## config.mk

```make
export PLATFORM = sky130hd
export DESIGN_NAME = standby_seq
export DESIGN_NICKNAME = d
export VERILOG_FILES = /design/src/rtl/standby_pkg.sv /design/src/rtl/standby_prio_enc.sv /design/src/rtl/standby_wake_decode.sv /design/src/rtl/standby_settle_timer.sv /design/src/rtl/standby_seq.sv
export SDC_FILE = /design/constraint.sdc
export NUM_CORES = 1
export LEC_CHECK = 0
export ABC_AREA = 1
export BUFFER_PORTS_ARGS = -buffer_cell sky130_fd_sc_hd__buf_2
export CORE_MARGIN = 10
export CORE_UTILIZATION = 45
export CTS_CLUSTER_SIZE = 20
export DETAILED_ROUTE_END_ITERATION = 10
export PLACE_DENSITY = 0.8
export SLEW_MARGIN = 20
export SYNTH_ARGS = -nofsm -noshare
export SYNTH_HDL_FRONTEND = slang
export SYNTH_SLANG_ARGS = --single-unit
```

## constraint.sdc

```tcl
create_clock -name clk -period 1.4 [get_ports clk]
set_input_delay 0.35 -clock clk [delete_from_list [all_inputs] [get_ports clk]]
set_output_delay 0.35 -clock clk [all_outputs]
set_load 0.05 [all_outputs]
```

## src/rtl/standby_pkg.sv

```systemverilog
package standby_pkg;

   typedef enum logic [1:0] {
      RK_ZERO   = 2'd0,
      RK_NEXT   = 2'd1,
      RK_VECTOR = 2'd2
   } resume_kind_e;

   typedef enum logic [1:0] {
      ST_RUN    = 2'd0,
      ST_HALT   = 2'd1,
      ST_STOP   = 2'd2,
      ST_SETTLE = 2'd3
   } sb_state_e;

endpackage

```

## src/rtl/standby_prio_enc.sv

```systemverilog
module standby_prio_enc #(
   parameter int N         = 8,
   parameter int W         = (N > 1) ? $clog2(N) : 1,
   parameter bit LOW_FIRST = 1'b1
) (
   input  logic [N-1:0] req,
   output logic         any,
   output logic [W-1:0] idx
);

   if (N < 2) begin : g_bad_n
      $error("standby_prio_enc: N must be at least 2");
   end

   assign any = |req;

   if (LOW_FIRST) begin : g_low
      always_comb begin
         idx = '0;
         for (int i = N - 1; i >= 0; i--) begin
            if (req[i]) idx = i[W-1:0];
         end
      end
   end else begin : g_high
      always_comb begin
         idx = '0;
         for (int i = 0; i < N; i++) begin
            if (req[i]) idx = i[W-1:0];
         end
      end
   end

endmodule

```

## src/rtl/standby_wake_decode.sv

```systemverilog
module standby_wake_decode #(
   parameter int             NIRQ      = 8,
   parameter int             IDX_W     = $clog2(NIRQ),
   parameter logic [NIRQ-1:0] REL_VALID = 'h5F
) (
   input  logic [NIRQ-1:0]  irq,
   input  logic [NIRQ-1:0]  irq_en,
   input  logic [NIRQ-1:0]  rel_mask,
   output logic             halt_hit,
   output logic [IDX_W-1:0] halt_src,
   output logic             stop_hit,
   output logic [IDX_W-1:0] stop_src
);

   logic [NIRQ-1:0] halt_cand;
   logic [NIRQ-1:0] stop_cand;

   assign halt_cand = irq & irq_en;
   assign stop_cand = irq & rel_mask & REL_VALID;

   standby_prio_enc #(.N(NIRQ), .W(IDX_W), .LOW_FIRST(1'b1)) u_halt_pe (
      .req (halt_cand),
      .any (halt_hit),
      .idx (halt_src)
   );

   standby_prio_enc #(.N(NIRQ), .W(IDX_W), .LOW_FIRST(1'b1)) u_stop_pe (
      .req (stop_cand),
      .any (stop_hit),
      .idx (stop_src)
   );

endmodule

```

## src/rtl/standby_settle_timer.sv

```systemverilog
module standby_settle_timer #(
   parameter int CYCLES = 16
) (
   input  logic clk,
   input  logic rst_n,
   input  logic run,
   output logic done
);

   localparam int CW = (CYCLES > 1) ? $clog2(CYCLES) : 1;

   if (CYCLES < 1) begin : g_bad_cycles
      $error("standby_settle_timer: CYCLES must be at least 1");
   end

   if (CYCLES == 1) begin : g_single
      assign done = run;
   end else begin : g_count
      localparam logic [CW-1:0] LAST = CW'(CYCLES - 1);
      logic [CW-1:0] cnt;

      always_ff @(posedge clk or negedge rst_n) begin
         if (!rst_n) begin
            cnt <= '0;
         end else if (!run) begin
            cnt <= '0;
         end else if (cnt != LAST) begin
            cnt <= cnt + 1'b1;
         end
      end

      assign done = run && (cnt == LAST);

      a_r8_count_bounded: assert property (@(posedge clk) disable iff (!rst_n)
         (run && cnt != LAST) |=> (cnt == $past(cnt) + 1'b1) || !$past(run))
         else $error("a_r8_count_bounded");
   end

endmodule

```

## src/rtl/standby_seq.sv

```systemverilog
module standby_seq
   import standby_pkg::*;
#(
   parameter int              NIRQ          = 8,
   parameter int              IDX_W         = $clog2(NIRQ),
   parameter logic [NIRQ-1:0] REL_VALID     = 'h5F,
   parameter int              SETTLE_CYCLES = 16
) (
   input  logic             clk,
   input  logic             rst_n,
   input  logic             halt_req,
   input  logic             stop_req,
   input  logic [NIRQ-1:0]  irq,
   input  logic [NIRQ-1:0]  irq_en,
   input  logic             master_en,
   input  logic [NIRQ-1:0]  rel_mask,
   output logic             sys_clk_en,
   output logic             osc_clk_en,
   output logic [1:0]       resume_kind,
   output logic [IDX_W-1:0] wake_src,
   output logic             wake
);

   if (NIRQ < 2 || NIRQ > 32) begin : g_bad_nirq
      $error("standby_seq: NIRQ out of range");
   end
   if (IDX_W < $clog2(NIRQ)) begin : g_bad_idx
      $error("standby_seq: IDX_W too narrow");
   end
   if (SETTLE_CYCLES < 1) begin : g_bad_settle
      $error("standby_seq: SETTLE_CYCLES must be at least 1");
   end

   sb_state_e        state;
   resume_kind_e     kind_q;
   logic             halt_hit, stop_hit, tmr_done;
   logic [IDX_W-1:0] halt_src, stop_src;

   standby_wake_decode #(.NIRQ(NIRQ), .IDX_W(IDX_W), .REL_VALID(REL_VALID)) u_dec (
      .irq      (irq),
      .irq_en   (irq_en),
      .rel_mask (rel_mask),
      .halt_hit (halt_hit),
      .halt_src (halt_src),
      .stop_hit (stop_hit),
      .stop_src (stop_src)
   );

   standby_settle_timer #(.CYCLES(SETTLE_CYCLES)) u_tmr (
      .clk   (clk),
      .rst_n (rst_n),
      .run   (state == ST_SETTLE),
      .done  (tmr_done)
   );

   always_ff @(posedge clk or negedge rst_n) begin
      if (!rst_n) begin
         state    <= ST_RUN;
         kind_q   <= RK_ZERO;
         wake_src <= '0;
         wake     <= 1'b0;
      end else begin
         wake <= 1'b0;
         unique case (state)
            ST_RUN: begin
               if (stop_req)      state <= ST_STOP;
               else if (halt_req) state <= ST_HALT;
            end
            ST_HALT: begin
               if (halt_hit) begin
                  state    <= ST_RUN;
                  wake     <= 1'b1;
                  wake_src <= halt_src;
                  kind_q   <= master_en ? RK_VECTOR : RK_NEXT;
               end
            end
            ST_STOP: begin
               if (stop_hit) begin
                  state    <= ST_SETTLE;
                  wake_src <= stop_src;
               end
            end
            ST_SETTLE: begin
               if (tmr_done) begin
                  state  <= ST_RUN;
                  wake   <= 1'b1;
                  kind_q <= RK_NEXT;
               end
            end
            default: state <= ST_RUN;
         endcase
      end
   end

   assign sys_clk_en  = (state == ST_RUN);
   assign osc_clk_en  = (state != ST_STOP);
   assign resume_kind = kind_q;

   a_r1_halt_gates_sys: assert property (@(posedge clk) disable iff (!rst_n)
      (sys_clk_en && halt_req && !stop_req) |=> (!sys_clk_en && osc_clk_en))
      else $error("a_r1_halt_gates_sys");

   a_r2_stop_gates_both: assert property (@(posedge clk) disable iff (!rst_n)
      (sys_clk_en && stop_req) |=> (!sys_clk_en && !osc_clk_en))
      else $error("a_r2_stop_gates_both");

   a_r4_halt_wakes: assert property (@(posedge clk) disable iff (!rst_n)
      (state == ST_HALT && |(irq & irq_en)) |=> (wake && sys_clk_en))
      else $error("a_r4_halt_wakes");

   a_r7_stop_holds: assert property (@(posedge clk) disable iff (!rst_n)
      (state == ST_STOP && !(|(irq & rel_mask & REL_VALID))) |=> !osc_clk_en)
      else $error("a_r7_stop_holds");

   a_r8_settle_gated: assert property (@(posedge clk) disable iff (!rst_n)
      (state == ST_SETTLE && !tmr_done) |=> (!sys_clk_en && osc_clk_en))
      else $error("a_r8_settle_gated");

   a_r10_wake_pulse: assert property (@(posedge clk) disable iff (!rst_n)
      wake |=> !wake)
      else $error("a_r10_wake_pulse");

   a_r10_kind_holds: assert property (@(posedge clk) disable iff (!rst_n)
      !wake |-> $stable(resume_kind))
      else $error("a_r10_kind_holds");

endmodule

```

==> metrics.cfg, run 1 <==
[worst_setup_path]
worst_ep_required_time_ns = 1.05
endpoint_kind = output port
critPathTopFamily = flip-flops
r2r_end = state[0]$_DFFE_PN0P_
max_stage_delay_ns = 0.46
rrSetupSlack_ns = 0.01
critPathMaxFanout = 4
criticalPathCategory = reg2out
path_cells = nor2_4 -> inv_2 -> buf_8
cp_num_buf_inv = 2
r2r_start = state[1]$_DFFE_PN0P_
reg2reg_depth = 10
start_kind = flop
critical_path_arrival_ns = 1.10
cp_slowest_cell = dfrtp_2

[die]
initial_utilization_pct = 47.2
rows = 15
ios = 37
coreArea_um2 = 1710
die_area_um2 = 3880
die_h_um = 62.3
die_w_um = 62.3

[outcome]
violations = setup timing
status = finished with violations

[detailed_routing]
wl_met2_um = 1270
ant_nets = 0
wl_met3_um = 128
vias = 926
drt_wl_total_um = 2350
wl_per_cell_um = 12.6
viasPerCell = 4.95
routed.top_layer = met4
dr.first_iter.drc_count = 20
drc = 0
drtPass1Iterations = 4
wl_met1_um = 913

[final_layout]
final_common_cell = nand2_1
area_growth_pct = 45.2
nNetsFinal = 194
final_cell_mix = 41 x nand2_1, 32 x buf_2, 11 x dfrtp_1, 10 x buf_4, 9 x nand3_1
antenna_cells = 0
drive_above_1_share_pct = 44.4
nFillCells = 135

[pwr]
p_leak_uw = 0.000654
power.density_nw_per_um2 = 2100
total_power_uw = 2460
ir_worst_vdd_mv = 1.63

[synth]
synth_top_cell_by_area = dfrtp_1
yosys_warnings = 0
synth_nets = 143
synth.distinct_cells = 23
synth_cells = 113
synth_top_cell_area_share_pct = 37.3
avgSynthCellArea_um2 = 7.13
syn_area_um2 = 806
yosysSeqAreaShare_pct = 37.3
ys_ff_latch = 12
synth_area_leaders = dfrtp_1 37%, nand2_1 20%, nand3_1 5.6%

[timing]
finalHoldViolCount = 0
maxSlewViolCount = 0
setup_slack_ns = -0.0460
setup_viol = 2
fmax_mhz = 692
rsz0062_at_grt = true
tightest_slew_ns = 0.274
slew_headroom_pct = 81.7
finalClockSkew_ns = 0.00184
fin_crit_sh_pct = 103
fin_crit_ns = 1.45

[cts]
clock-root-buffer = clkbuf_4
clock_sinks = 12
numCtsBuffers = 3
path_clk_slew_ns = 0.07
htree_levels = 1
clkLatencyLatePin_ns = 0.27
cts_tree = built
cts_buffer_depth = 2

[worst_hold_path]
hold_path_end = resume_kind[1]$_DFFE_PN0P_
whs_path_depth = 3
hp-class = in2reg
hp-start = master_en

[global_route]
grtUsageTotal_pct = 11.8
grt-ovfl-total = 0
antenna_found_initial = 0
grt_pass1_wl_um = 3880
grt_pass1_vias = 929
grt_max_degree = 13

[placement]
hpwl_um = 1780
dp_slack_ns = 0.0484
numPortBuffers = 34
gp_congestion = 0.827

[job]
cap_violations = 0

flip-flops by register name, summed over array words and instances (netlist names):
name,cells
state,2
wake_src,3
u_tmr.g_count.cnt,4
wake,1
resume_kind,2
worst max-delay path by stage:
stage,from,to,slack [ns],depth (start not counted)
after floorplan,state[0]$_DFFE_PN0P_,state[0]$_DFFE_PN0P_,0.06,7
after global placement,irq[6],resume_kind[0]$_DFFE_PN0P_,0.08,8
after detailed placement,irq[6],resume_kind[0]$_DFFE_PN0P_,0.05,8
after CTS,state[1]$_DFFE_PN0P_,osc_clk_en,-0.05,4
after global routing,state[1]$_DFFE_PN0P_,sys_clk_en,-0.09,3
final,state[0]$_DFFE_PN0P_,osc_clk_en,-0.05,3
per-layer routing:
metal | vias up | GRT usage, %
met5 | - | 0
met3 | 4 | 5.20
met2 | 25 | 21.4
li1 | 470 | -
met4 | 0 | 2.79
met1 | 427 | 11.9
cells in the mapped netlist:
| cell | count |
|---|---|
| nand2_1 | 42 |
| inv_2 | 3 |
| nand3_4 | 1 |
| nand2_4 | 2 |
| nand4_1 | 1 |
| nor2_4 | 1 |
| o21ai_2 | 1 |
| o31ai_1 | 2 |
| inv_1 | 7 |
| nand3_1 | 9 |
| a31oi_1 | 1 |
| o21a_1 | 1 |
| nand2_2 | 3 |
| dfrtp_1 | 12 |
| o21ai_1 | 1 |
| a21oi_1 | 8 |
| nor2_1 | 7 |
| xor2_1 | 1 |
| ha_1 | 1 |
| o21ai_0 | 3 |
| nand3_2 | 2 |
| clkinv_2 | 1 |
| nor2_2 | 3 |
timing repair:
action,4_1_cts,5_1_grt
gates cloned,0,0
pin swaps,1,4
hold buffers,1,0
gates resized for setup,7,8
endpoints found under the setup margin,2,4
buffers inserted,3,7
hold endpoints to repair,12,0
stage by stage:
step | instance area [um2] | instances | TNS (ns) | hold WS [ns] | utilization (%)
final | 1170 | 187 | -0.0907 | 0.322 | 68.5
after global routing | 1170 | 187 | -0.269 | 0.334 | 68.5
after CTS | 1100 | 180 | -0.0798 | 0.312 | 64.3
after detailed placement | 1020 | 173 | 0 | 0.244 | 59.9
after global placement | 1020 | 173 | 0 | 0.237 | 59.9
after floorplan | 813 | 113 | 0 | 0.0544 | -
cell type report:
class / count / area, um2 / area share (%)
multi-input cells: 90 / 484 / 41.4
flip-flops and latches: 12 / 302 / 25.8
repair buffers: 46 / 287 / 24.5
inverters: 11 / 43.8 / 3.74
well taps: 25 / 31.3 / 2.67
clock buffers: 3 / 22.5 / 1.93
worst min-delay path, stage by stage:
cell     delay (ns)
buf_2          0.08
nand3_2        0.07
nand2_1        0.06
logic make-up after synthesis:
family	Yosys count	synth area share, %
compound gates	17	12.1
buf+inv	11	5.28
simple gates	71	42.7
flops	12	37.3
xor+xnor	1	1.09
fa+ha+maj	1	1.55
power breakdown:
| group | total, uW | internal (uW) | switching (uW) |
|---|---|---|---|
| Sequential | 593 | 490 | 103 |
| Combinational | 1650 | 629 | 1030 |
| Clock | 209 | 99.7 | 109 |
Note: power is estimated with default switching activity, not from simulation.
==> run 2: changes to the inputs <==
--- a/config.mk
+++ b/config.mk
@@ -6,7 +6,9 @@
 export NUM_CORES = 1
 export LEC_CHECK = 0
 export ABC_AREA = 1
+export ABC_CLOCK_PERIOD_IN_PS = 1400
 export BUFFER_PORTS_ARGS = -buffer_cell sky130_fd_sc_hd__buf_2
+export CORE_ASPECT_RATIO = 0.75
 export CORE_MARGIN = 10
 export CORE_UTILIZATION = 45
 export CTS_CLUSTER_SIZE = 20
==> run 2 against run 1 <==
The flow still finishes with violations (setup timing). Non-clock buffer count decreased by 4. Core utilization decreased by 0.81 points. Sequential power increased by 0.8%. Worst hold slack improved by 0.012 ns. Die area increased by 0.45%. Fmax increased by 2.8%. Cell count decreased by 3.2%. Critical path depth unchanged. Sequential share of layout area increased by 0.31 points. Largest power group unchanged. Final area decreased by 1.2%.
==> metrics.cfg, run 2 (same netlist as run 1, synthesis figures left out) <==
[detailed_routing]
drt_wl_total_um = 2510  ; +6.7%
wl_per_cell_um = 13.8  ; +10%
viasPerCell = 5.08  ; +2.5%
dr.first_iter.drc_count = 51  ; +160%
drc = 0  ; unchanged
vias = 919  ; -0.76%
ant_nets = 0  ; unchanged
drtPass1Iterations = 4  ; unchanged

[cts]
cts_tree = built
numCtsBuffers = 3  ; unchanged
clock-root-buffer = clkbuf_4
path_clk_slew_ns = 0.08  ; about the same
clock_sinks = 12  ; unchanged
htree_levels = 1  ; unchanged
cts_buffer_depth = 2  ; unchanged
clkLatencyLatePin_ns = 0.27  ; about the same

[timing]
tightest_slew_ns = 0.292  ; +0.0174 ns
setup_slack_ns = -0.00625  ; +0.0398 ns
maxSlewViolCount = 0  ; unchanged
finalHoldViolCount = 0  ; unchanged
slew_headroom_pct = 80.6  ; -1.2 points
fin_crit_ns = 1.41  ; -0.0398 ns
finalClockSkew_ns = 0.00710  ; +0.00525 ns
setup_viol = 2  ; unchanged
fmax_mhz = 711  ; +2.8%
hold_ws_ns = 0.334  ; +0.0119 ns
fin_crit_sh_pct = 100  ; -2.8 points
rsz0062_at_grt = true

[die]
ios = 37  ; unchanged
rows = 13  ; -2
coreArea_um2 = 1710  ; unchanged
initial_utilization_pct = 47.2  ; unchanged
die_area_um2 = 3900  ; +0.45%
die_h_um = 56.6  ; -9.1%
die_w_um = 68.9  ; +11%

[worst_setup_path]
critPathMaxFanout = 3  ; -1
reg2reg_depth = 8  ; -2
criticalPathCategory = reg2out
start_kind = flop
cp_num_buf_inv = 2  ; unchanged
endpoint_kind = output port
path_cells = nor2_4 -> inv_2 -> buf_8
r2r_end = resume_kind[0]$_DFFE_PN0P_
cp_num_cells = 3  ; unchanged
r2r_start = state[1]$_DFFE_PN0P_
max_stage_delay_ns = 0.46  ; about the same
critPathTopFamily = flip-flops
cp_slowest_cell = dfrtp_2
worst_ep_required_time_ns = 1.05  ; about the same
rrSetupSlack_ns = 0.08  ; +0.07 ns
critical_path_arrival_ns = 1.06  ; -0.04 ns

[outcome]
violations = setup timing
status = finished with violations

[worst_hold_path]
whs_path_depth = 3  ; unchanged
hp-start = master_en
hold_path_end = resume_kind[1]$_DFFE_PN0P_
hp-class = in2reg

[final_layout]
nNetsFinal = 190  ; -2.1%
final_cell_mix = 40 x nand2_1, 32 x buf_2, 11 x dfrtp_1, 9 x nand3_1, 8 x a21oi_1
antenna_cells = 0  ; unchanged
drive_above_1_share_pct = 43.4  ; -1.0 points
largest_reg_flops = 4  ; unchanged
final_common_cell = nand2_1
top_register = u_tmr.g_count.cnt
final_area_um2 = 1160  ; -1.2%
final_cells = 181  ; -3.2%
area_growth_pct = 43.5
top_regs = u_tmr.g_count.cnt x4, wake_src x3

[placement]
placed_area_um2 = 1020  ; -0.37%
gp_congestion = 0.855  ; +3.3%
dp_cells = 170  ; -1.7%
numPortBuffers = 34  ; unchanged
hpwl_um = 1930  ; +8.7%

[global_route]
grt_pass1_vias = 906  ; -2.5%
grt-ovfl-total = 0  ; unchanged
grtUsageTotal_pct = 13.6  ; +1.9 points
grt_max_degree = 13  ; unchanged
antenna_found_initial = 0  ; unchanged
grt_pass1_wl_um = 4150  ; +6.7%

[pwr]
ir_worst_vdd_mv = 1.22  ; -25%
power.density_nw_per_um2 = 2090  ; -0.30%
p_leak_uw = 0.000640  ; -2.1%

[job]
cap_violations = 0  ; unchanged

run 2: area by class of cell:
class                           instances  area [um2]
Timing Repair Buffer                   42         256
Inverter                               11        46.3
Fill cell                             144         552
Sequential cell                        12         302
Multi-Input combinational cell         90         488
Clock buffer                            4        36.3
Tap cell                               22        27.5
run 2: repair_timing:
item	in CTS	in global routing
buffers inserted	4	2
setup endpoints to repair	2	7
hold endpoints to repair	12	0
resized for setup	8	9
pin swaps	2	4
hold buffers	1	0
run 2: tightest hold or removal path: stages:
cell	delay [ns]
buf_2	0.08
nand3_2	0.08
nand2_1	0.06
run 2: worst max-delay path by stage:
stage,start,slack (ns),end
final,state[0]$_DFFE_PN0P_,-0.006,osc_clk_en
after detailed placement,irq[6],0.05,resume_kind[0]$_DFFE_PN0P_
after global routing,state[0]$_DFFE_PN0P_,-0.06,osc_clk_en
after CTS,state[0]$_DFFE_PN0P_,-0.03,osc_clk_en
after floorplan,state[0]$_DFFE_PN0P_,0.06,state[0]$_DFFE_PN0P_
after global placement,irq[6],0.07,resume_kind[0]$_DFFE_PN0P_
run 2: routing by layer:
metal	track usage [%]	vias to the layer above	wire, um
li1	-	461	-
met1	15.2	431	951
met2	22.8	21	1330
met3	4.95	6	177
met4	4.78	0	42
met5	0	-	0
run 2: through the flow:
step	setup slack, ns	power (uW)	setup TNS, ns	utilization (%)
6_report	-0.00625	2420	-0.00976	67.7
5_1_grt	-0.0587	2610	-0.118	67.7
4_1_cts	-0.0307	2350	-0.0437	65.6
3_5_place_dp	0.0463	1880	0	59.6
3_3_place_gp	0.0677	1840	0	59.6
2_1_floorplan	0.0648	1570	0	-
run 2: power by group:
| group | switching (uW) | total [uW] | internal (uW) |
|---|---|---|---|
| sequential | 108 | 598 | 490 |
| clock | 121 | 278 | 158 |
| combinational | 999 | 1540 | 544 |
| total | 1230 | 2420 | 1190 |
